**src/rtl/lockmon_pkg.sv**
```systemverilog
package lockmon_pkg;

    localparam int MEAS_W = 16;

    typedef logic [MEAS_W-1:0] meas_t;

    typedef enum logic [1:0] {
        VERD_HOLD  = 2'd0,
        VERD_ENTER = 2'd1,
        VERD_LEAVE = 2'd2
    } verdict_e;

    typedef struct packed {
        logic  done;
        meas_t count;
    } window_rpt_t;

    function automatic meas_t abs_gap(meas_t a, meas_t b);
        return (a > b) ? (a - b) : (b - a);
    endfunction

    function automatic meas_t sat_inc(meas_t a);
        return (a == '1) ? a : a + meas_t'(1);
    endfunction

endpackage

```
**src/rtl/ref_window_timer.sv**
```systemverilog
module ref_window_timer #(
    parameter int WIN_LEN = 16
) (
    input  logic clk,
    input  logic rst,
    input  logic restart,
    input  logic ref_tick,
    output logic win_done
);
    localparam int WW = (WIN_LEN > 1) ? $clog2(WIN_LEN) : 1;
    localparam logic [WW-1:0] LAST = WW'(WIN_LEN - 1);

    logic [WW-1:0] ref_cnt;

    assign win_done = ref_tick && !restart && (ref_cnt == LAST);

    always_ff @(posedge clk) begin
        if (rst || restart)
            ref_cnt <= '0;
        else if (ref_tick)
            ref_cnt <= (ref_cnt == LAST) ? '0 : ref_cnt + WW'(1);
    end

    // a closed window starts the next one from zero
    assert_window_wraps_R1: assert property (@(posedge clk) disable iff (rst)
        win_done |=> (ref_cnt == '0));

    // a restart discards the partial window
    assert_restart_clears_R8: assert property (@(posedge clk) disable iff (rst)
        restart |=> (ref_cnt == '0));

endmodule

```
**src/rtl/fb_edge_counter.sv**
```systemverilog
module fb_edge_counter
    import lockmon_pkg::*;
(
    input  logic        clk,
    input  logic        rst,
    input  logic        restart,
    input  logic        fb_tick,
    input  logic        win_done,
    output window_rpt_t rpt
);
    meas_t fb_cnt;

    always_comb begin
        rpt.done  = win_done;
        rpt.count = fb_tick ? sat_inc(fb_cnt) : fb_cnt;
    end

    always_ff @(posedge clk) begin
        if (rst || restart || win_done)
            fb_cnt <= '0;
        else if (fb_tick)
            fb_cnt <= sat_inc(fb_cnt);
    end

    // counting starts from zero after each window
    assert_fb_clear_R1: assert property (@(posedge clk) disable iff (rst)
        (win_done || restart) |=> (fb_cnt == '0));

endmodule

```
**src/rtl/lock_judge.sv**
```systemverilog
module lock_judge
    import lockmon_pkg::*;
#(
    parameter int LOCK_TOL   = 1,
    parameter int UNLOCK_TOL = 2
) (
    input  logic        clk,
    input  logic        rst,
    input  logic        restart,
    input  window_rpt_t rpt,
    input  meas_t       target,
    input  logic        irq_en,
    input  logic        irq_clr,
    output logic        locked,
    output logic        irq_flag
);
    localparam meas_t ENTER_LIM = meas_t'(LOCK_TOL);
    localparam meas_t LEAVE_LIM = meas_t'(UNLOCK_TOL);

    meas_t    gap;
    verdict_e verdict;
    logic     lock_nxt;
    logic     toggle;

    always_comb begin
        gap     = abs_gap(rpt.count, target);
        verdict = VERD_HOLD;
        if (rpt.done) begin
            if (!locked && gap <= ENTER_LIM)
                verdict = VERD_ENTER;
            else if (locked && gap > LEAVE_LIM)
                verdict = VERD_LEAVE;
        end
        if (restart)
            lock_nxt = 1'b0;
        else if (verdict == VERD_ENTER)
            lock_nxt = 1'b1;
        else if (verdict == VERD_LEAVE)
            lock_nxt = 1'b0;
        else
            lock_nxt = locked;
        toggle = (lock_nxt != locked);
    end

    always_ff @(posedge clk) begin
        if (rst) begin
            locked   <= 1'b0;
            irq_flag <= 1'b0;
        end else begin
            locked <= lock_nxt;
            if (irq_en && toggle)
                irq_flag <= 1'b1;
            else if (irq_clr)
                irq_flag <= 1'b0;
        end
    end

    // status moves only at a window end or a restart
    assert_hold_midwindow_R10: assert property (@(posedge clk) disable iff (rst)
        (!rpt.done && !restart) |=> $stable(locked));

    // a restart leaves the monitor unlocked
    assert_restart_unlocks_R8: assert property (@(posedge clk) disable iff (rst)
        restart |=> !locked);

    // a large error at a window end drops lock
    assert_leave_R4: assert property (@(posedge clk) disable iff (rst)
        (locked && rpt.done && gap > LEAVE_LIM) |=> !locked);

    // a close match at a window end enters lock
    assert_enter_R2: assert property (@(posedge clk) disable iff (rst)
        (!locked && rpt.done && !restart && gap <= ENTER_LIM) |=> locked);

    // an enabled toggle latches the flag
    assert_irq_toggle_R5: assert property (@(posedge clk) disable iff (rst)
        (irq_en && toggle) |=> irq_flag);

    // the flag is sticky until cleared
    assert_irq_sticky_R7: assert property (@(posedge clk) disable iff (rst)
        (irq_flag && !irq_clr) |=> irq_flag);

    // reset clears status and flag
    assert_reset_clear_R9: assert property (@(posedge clk)
        rst |=> (!locked && !irq_flag));

endmodule

```
**src/rtl/pll_lock_monitor.sv**
```systemverilog
module pll_lock_monitor
    import lockmon_pkg::*;
#(
    parameter int WIN_LEN    = 16,
    parameter int DIV_W      = 6,
    parameter int LOCK_TOL   = 1,
    parameter int UNLOCK_TOL = 2
) (
    input  logic             clk,
    input  logic             rst,
    input  logic             ref_tick,
    input  logic             fb_tick,
    input  logic [DIV_W-1:0] div_sel,
    input  logic             irq_en,
    input  logic             irq_clr,
    output logic             locked,
    output logic             irq_flag
);
    logic [DIV_W-1:0] div_q;
    logic             div_chg;
    logic             win_done;
    window_rpt_t      rpt;
    meas_t            target;

    assign div_chg = (div_sel != div_q);
    assign target  = meas_t'(WIN_LEN) * (meas_t'(div_q) + meas_t'(1));

    always_ff @(posedge clk) begin
        if (rst)
            div_q <= '0;
        else
            div_q <= div_sel;
    end

    ref_window_timer #(.WIN_LEN(WIN_LEN)) u_timer (
        .clk      (clk),
        .rst      (rst),
        .restart  (div_chg),
        .ref_tick (ref_tick),
        .win_done (win_done)
    );

    fb_edge_counter u_fbcnt (
        .clk      (clk),
        .rst      (rst),
        .restart  (div_chg),
        .fb_tick  (fb_tick),
        .win_done (win_done),
        .rpt      (rpt)
    );

    lock_judge #(.LOCK_TOL(LOCK_TOL), .UNLOCK_TOL(UNLOCK_TOL)) u_judge (
        .clk      (clk),
        .rst      (rst),
        .restart  (div_chg),
        .rpt      (rpt),
        .target   (target),
        .irq_en   (irq_en),
        .irq_clr  (irq_clr),
        .locked   (locked),
        .irq_flag (irq_flag)
    );

    // a divider change is seen as unlocked on the next cycle
    assert_divchg_unlock_R8: assert property (@(posedge clk) disable iff (rst)
        div_chg |=> !locked);

    // with the enable low the flag cannot rise
    assert_irq_masked_R6: assert property (@(posedge clk) disable iff (rst)
        (!irq_en && !irq_flag) |=> !irq_flag);

endmodule

```
**config.mk**
```make
export PLATFORM = sky130hd
export DESIGN_NAME = pll_lock_monitor
export DESIGN_NICKNAME = d
export VERILOG_FILES = /design/src/rtl/lockmon_pkg.sv /design/src/rtl/ref_window_timer.sv /design/src/rtl/fb_edge_counter.sv /design/src/rtl/lock_judge.sv /design/src/rtl/pll_lock_monitor.sv
export SDC_FILE = /design/constraint.sdc
export NUM_CORES = 1
export LEC_CHECK = 0
export BUFFER_PORTS_ARGS = -buffer_cell sky130_fd_sc_hd__buf_2
export CORE_MARGIN = 2
export CORE_UTILIZATION = 27
export DETAILED_ROUTE_END_ITERATION = 10
export GPL_TIMING_DRIVEN = 0
export SYNTH_ARGS = -nofsm -noshare
export SYNTH_HDL_FRONTEND = slang
export SYNTH_SLANG_ARGS = --single-unit
```
**constraint.sdc**
```tcl
create_clock -name clk -period 8.63 [get_ports clk]
set_input_delay 0 -clock clk [delete_from_list [all_inputs] [get_ports clk]]
set_output_delay 0 -clock clk [all_outputs]
set_load 0.01 [all_outputs]
```
==> results of run 1 <==
==> cell type report <==
type                    instances  area, um^2
fillers                      1057        6680
multi-input cells             280        1940
flip-flops and latches         28         561
well taps                     133         166
repair buffers                 19         125
inverters                      25        93.8
plain buffers                  15        65.1
clock buffers                   4        55.1
==> worst max-delay path: cells and delay by family (launching register included) <==
family | cells | cell delay (ns)
flip-flops | 1 | 0.47
adder cells (fa/ha/maj) | 2 | 0.81
XOR/XNOR | 1 | 0.27
AND/OR/NAND/NOR | 7 | 1.39
buffers and inverters | 3 | 0.44
AO/OA/AOI/OAI | 8 | 2.57
==> per-layer routing <==
metal	track usage	part of all wire	vias to the layer above
met5	0	0	-
met2	0.221	0.46	66
li1	-	-	1293
met1	0.175	0.49	1164
met3	0.0181	0.044	6
met4	0.0283	0.013	0
==> path summary, 6_finish.rpt <==
path,cells after the start,slack [ns],to
worst max-delay path,21,2.58,u_judge.irq_flag
worst min-delay path,3,0.05,u_timer.ref_cnt[1]
worst max register to register,21,2.58,u_judge.irq_flag
worst min register to register,2,0.55,u_timer.ref_cnt[1]
==> power groups by stage <==
stage	sequential, mW	combinational [mW]	clock, mW
after floorplan	0.135	0.0485	0
after global placement	0.136	0.0623	0
after detailed placement	0.136	0.0629	0
after CTS	0.133	0.0652	0.0897
after global routing	0.133	0.0734	0.0949
final	0.133	0.0658	0.0861
==> stage by stage <==
stage / utilization / instance area, um^2 / total power, mW / hold slack [ns]
final: 0.310 / 3010 / 0.284 / 0.0461
after CTS: 0.310 / 3010 / 0.288 / 0.0390
after floorplan: - / 2660 / 0.184 / 0.128
after global placement: 0.299 / 2890 / 0.198 / 0.239
after global routing: 0.310 / 3010 / 0.301 / 0.0514
after detailed placement: 0.299 / 2890 / 0.199 / 0.243
==> flip-flops by register name (all words and copies together) (netlist names) <==
register	flops
u_judge.locked	1
u_fbcnt.fb_cnt	16
u_judge.irq_flag	1
div_q	6
u_timer.ref_cnt	4
==> cells in the final DEF (no fill, tap or decap), drive strengths merged, types with 2 or more instances in the layout <==
cell type,netlist,layout
a21o,2,2
o211a,2,2
nor3,8,8
o41ai,4,4
o211ai,2,2
a211o,4,4
dfxtp,28,28
o22ai,3,3
a21oi,18,18
nand2b,2,2
nor2b,13,13
nor3b,2,2
o21bai,3,3
ha,19,19
or2,4,4
or4b,2,2
and2,7,7
and3,7,7
nand2,22,22
a211oi,6,6
nor4b,2,2
or3,5,5
xor2,13,13
nand3,12,12
nand4,12,12
a2111oi,2,2
o21ai,14,14
nor2,39,39
dlygate4sd3,0,6
nor4,7,7
mux2i,7,7
buf,3,16
a31oi,3,3
o2111a,2,2
xnor2,16,16
clkbuf,12,16
inv,25,25
==> timing repair <==
| item | 4_1_cts | 5_1_grt |
|---|---|---|
| hold endpoints to repair | 6 | 0 |
| resized for setup | 0 | 0 |
| hold buffers | 6 | 0 |
==> cells by family after synthesis <==
family                     share of synthesized area
xor gates and xnor gates                      0.0955
muxes                                         0.0353
and+or+nand+nor                                0.304
DFF                                            0.211
buffers and inverters                         0.0597
AOI/OAI and AO/OA                              0.198
adders and majority gates                     0.0969
==> summary.md, run 1 <==
| Metric | Value |
|---|---|
| CP Cell Sequence | `ha_1 -> nand3_4 -> o41ai_1 -> nor2_1 -> and3_1 -> xnor2_1 -> inv_1 -> fa_1 -> a21o_1 -> a21oi_1 -> o21ai_0 -> and2_1 -> clkbuf_1 -> a211o_1 -> buf_6 -> o32a_1 -> nor4_2 -> nand4_1 -> nor4_2 -> o21ai_1 -> a211o_1` |
| Overall Global Routing Usage | `0.130` |
| Post-synth top cells | `39 x nor2_1, 28 x dfxtp_1, 25 x inv_1` |
| Die X | `103 um` |
| 1st-pass router iterations | `4` |
| # H-tree levels | `1` |
| Ys flop type | `dfxtp_1` |
| CTS tree | `done` |
| Total die area | `10700 um^2` |
| Synth Instances | `348` |
| Initial Util | `0.275` |
| Synthesized area | `2660 um^2` |
| Clock Power Share | `0.303` |
| Type of the worst setup path | `reg2reg` |
| Crit path from | `u_fbcnt.fb_cnt[0]` |
| TritonCTS Buffers | `3` |
| Seq pwr share | `0.466` |
| Critical Path AT | `6.23 ns` |
| Largest net degree at the start of global routing | `16` |
| CTS clk-pin slew, worst paths | `0.11 ns` |
| Detail Route Antenna Nets | `0` |
| Most common cell in the netlist | `nor2_1` |
| Antenna diode count | `0` |
| Pin slew with the least headroom to its limit | `0.874 ns` |
| # Post-CTS Setup Buffers | `0` |
| Vias post-DR | `2529` |
| Placed insts | `494` |
| First-pass GRT wire length | `11100 um` |
| Layout cells sized above 1 | `0.0889` |
| Pwr dens | `94.6 nW/um^2` |
| DRC errors left | `0` |
| Req. time, crit path | `8.81 ns` |
| Total Neg Setup Slack | `0 ns` |
| Slew Viols, Final | `0` |
| Final setup fails | `0` |
| Status | `finished clean` |
| Shortest period the worst path allows | `6.05 ns` |
| Critical path launch point type | `flop` |
| Vias per inst | `5.02` |
| Slowest CP cell | `o41ai_1` |
| Placement Rows | `36` |
| Yosys top cell by area | `dfxtp_1` |
| Avg Inst Size Synth | `7.64 um^2` |
| Worst skew pair latency | `0.28 ns` |
| Final GP Congestion | `0.908` |
| FMAX | `165 MHz` |
| Worst rel slew slack | `0.410` |
| RSZ-0062 raised after global routing | `no` |
| Int Pwr | `0.202 mW` |
| Worst-path fanout max | `10` |
| Hold Crit Class | `in2reg` |
| Critical R2R Launch | `u_fbcnt.fb_cnt[0]` |
| Critical path endpoint category | `flop` |
| Post-synth top area share | `0.211` |
| Fin cells | `504` |
| Number of synthesized register bits | `28` |
| Root buf cell | `clkbuf_8` |
| Final Hold Viols | `0` |
| Leakage Power | `1.23 nW` |
| Max cap viols | `0` |
| Min-delay src | `ref_tick` |
| Initial antenna violation count | `0` |
| Clock sink count | `28` |
| Synth Warn # | `0` |
| Comb power frac | `0.231` |
| Cell variety after synth | `62` |
| Final worst setup slack | `2.58 ns` |
| Top post-synthesis cells by area | `dfxtp_1 21%, ha_1 8.9%, nor2_1 5.5%` |
| Crit-path max cell delay | `0.84 ns` |
| Detailed placer's ending HPWL | `5160 um` |
| Port Buffers | `13` |
| FFs w/ async S/R, synth | `0` |
| Post-DR wirelength/cell | `13.1 um` |
| Bufs on Longest Clock Path | `2` |
| Worst vdd ir | `0.0576 mV` |
| Post-synth EDFFs | `0` |
| Net Switching | `0.0828 mW` |
| Layout Nets | `404` |
| Final Skew | `0.00688 ns` |
| Synth Net Count | `380` |
| Sw frac | `0.291` |
| Post-synthesis sequential area ratio | `0.211` |
| Ports | `14` |
| CORE AREA | `9680 um^2` |
| Synth-to-layout area growth | `13.0%` |
| Final WL | `6590 um` |
| Vias in the first global route | `2378` |
| Starting DRT DRC Count | `179` |
| Tcrit/Tclk final | `0.701` |
| Gr ovfl total | `0` |
| Die Y | `103 um` |
| Place WS | `2.66 ns` |
Power figures use the tool's default switching activity.
==> run 2: changes to the inputs <==
==> constraint.sdc (replaced) <==
create_clock -name clk -period 4.9 [get_ports clk]
set_input_delay 0 -clock clk [delete_from_list [all_inputs] [get_ports clk]]
set_output_delay 0 -clock clk [all_outputs]
set_load 0.01 [all_outputs]
==> summary.md, run 2 (same netlist as run 1, synthesis figures left out) <==
| Metric | Value |
|---|---|
| Status | `finished clean` |
| FMAX | `208 MHz` |
| CTS tree | `done` |
| Max reg flops | `16` |
| Hold WS | `0.0152 ns` |
| Worst skew pair latency | `0.29 ns` |
| Crit-path max cell delay | `0.41 ns` |
| Placed insts | `494` |
| Initial Util | `0.275` |
| Clock sink count | `28` |
| Final Instance Area | `3800 um^2` |
| Hold Crit Class | `in2reg` |
| CTS clk-pin slew, worst paths | `0.11 ns` |
| Ports | `14` |
| Gr ovfl total | `0` |
| Slowest CP cell | `dfxtp_4` |
| CP Cell Sequence | `ha_4 -> nand3_4 -> buf_6 -> o41ai_4 -> nor2_2 -> and3_4 -> xnor2_4 -> inv_2 -> fa_2 -> a21o_1 -> a21oi_4 -> o21ai_2 -> and2_4 -> a211o_1 -> buf_6 -> o32a_1 -> nor4_2 -> nand4_1 -> nor4_4 -> o21ai_2 -> a211o_1` |
| Slew Viols, Final | `0` |
| Hold Path Depth | `3` |
| # H-tree levels | `1` |
| Die X | `103 um` |
| DP Area | `2910 um^2` |
| Initial antenna violation count | `0` |
| Starting DRT DRC Count | `269` |
| Port Buffers | `13` |
| Final Skew | `0.00378 ns` |
| Place WS | `-0.823 ns` |
| Critical path endpoint category | `flop` |
| WP buf/inv | `3` |
| Post-DR wirelength/cell | `15.0 um` |
| Total Neg Setup Slack | `0 ns` |
| Overall Global Routing Usage | `0.157` |
| Detailed placer's ending HPWL | `5210 um` |
| Vias post-DR | `2955` |
| Layout cells sized above 1 | `0.327` |
| Worst rel slew slack | `0.582` |
| Tcrit/Tclk final | `0.979` |
| Grt met1 use | `0.200` |
| Critical Path AT | `4.99 ns` |
| Overall Power | `0.530 mW` |
| Final setup fails | `0` |
| Total die area | `10700 um^2` |
| Most flop-heavy register | `u_fbcnt.fb_cnt` |
| Leakage Power | `1.57 nW` |
| Critical path launch point type | `flop` |
| Busiest grt layer | `met2` |
| Final Hold Viols | `0` |
| Fillers | `977` |
| GR Util met3 | `0.0195` |
| Register Area | `584 um^2` |
| Pin slew with the least headroom to its limit | `0.619 ns` |
| Antenna diode count | `0` |
| CORE AREA | `9680 um^2` |
| First-pass GRT wire length | `13300 um` |
| Final WL | `8400 um` |
| Placement Rows | `36` |
| Vias per inst | `5.27` |
| Commonest cells after routing, fill and taps aside | `58 x buf_4, 37 x nor2_1, 24 x inv_1, 22 x nand2_1, 16 x a21oi_1` |
| Multi-input logic area | `2210 um^2` |
| Root buf cell | `clkbuf_8` |
| Worst-path fanout max | `6` |
| Die Y | `103 um` |
| Cells on worst reg2reg path | `21` |
| Req. time, crit path | `5.09 ns` |
| Levels on crit path | `21` |
| Detail Route Antenna Nets | `0` |
| TritonCTS Buffers | `3` |
| Most common cell after layout, fill and taps aside | `buf_4` |
| Layout Nets | `461` |
| R2r setup slk | `0.10 ns` |
| Type of the worst setup path | `reg2reg` |
| 1st-pass router iterations | `6` |
| Shortest period the worst path allows | `4.80 ns` |
| Worst vdd ir | `0.159 mV` |
| Core Util, Final | `0.392` |
| Bufs on Longest Clock Path | `2` |
| Final GP Congestion | `0.922` |
| Largest net degree at the start of global routing | `16` |
| Vias in the first global route | `2768` |
| Max cap viols | `0` |
| Top Registers | `u_fbcnt.fb_cnt (16), div_q (6), u_timer.ref_cnt (4)` |
| Synth-to-layout area growth | `42.8%` |
| Grt met2 use | `0.274` |
| Final worst setup slack | `0.103 ns` |
| Pwr dens | `139 nW/um^2` |
| CP delay by family, top | `compound AO/OA/AOI/OAI gates` |
| DRC errors left | `0` |
| Fin cells | `561` |
==> run 2: cell types whose count changed in the layout (fill, tap and decap cells not counted), moves of 5 or more <==
cell,change
buf_4,+58
clkbuf_1,-6
dfxtp_1,-13
dfxtp_2,+10
ha_1,-6
ha_4,+5
xnor2_1,-5
==> run 2: worst paths after layout <==
check | start | endpoint
worst max-delay path | u_fbcnt.fb_cnt[0] | u_judge.irq_flag
worst min-delay path | ref_tick | u_timer.ref_cnt[1]
worst max register to register | u_fbcnt.fb_cnt[0] | u_judge.irq_flag
worst min register to register | u_timer.ref_cnt[1] | u_timer.ref_cnt[1]
==> run 2: area by class of cell <==
class                           count  area share
Buffer                              9      0.0155
Sequential cell                    28       0.154
Timing Repair Buffer               82       0.167
Inverter                           25      0.0247
Multi-Input combinational cell    280       0.581
Clock buffer                        4      0.0145
Tap cell                          133      0.0438
==> run 2: worst min-delay path: cells and delay by family <==
kind,cells,cell delay [ns]
mux,1,0.08
buf+inv,1,0.13
simple gates,1,0.07
==> run 2: power breakdown <==
part / internal, mW / switching [mW] / total [mW]
Sequential: 0.228 / 0.00348 / 0.232
Clock: 0.0725 / 0.0838 / 0.156
Combinational: 0.0687 / 0.0729 / 0.142
Total: 0.370 / 0.160 / 0.530
==> run 2: what timing repair did <==
item	CTS	global route
endpoints found under the setup margin	2	2
hold buffers	6	0
pin swaps	17	27
endpoints found under the hold margin	6	0
buffers inserted	38	28
resized for setup	33	34
==> run 2: metal layers <==
metal / vias to the layer above / part of all wire
met1: 1390 / 0.42
met2: 139 / 0.49
met4: 0 / 0.021
li1: 1408 / -
met5: - / 0
met3: 18 / 0.071
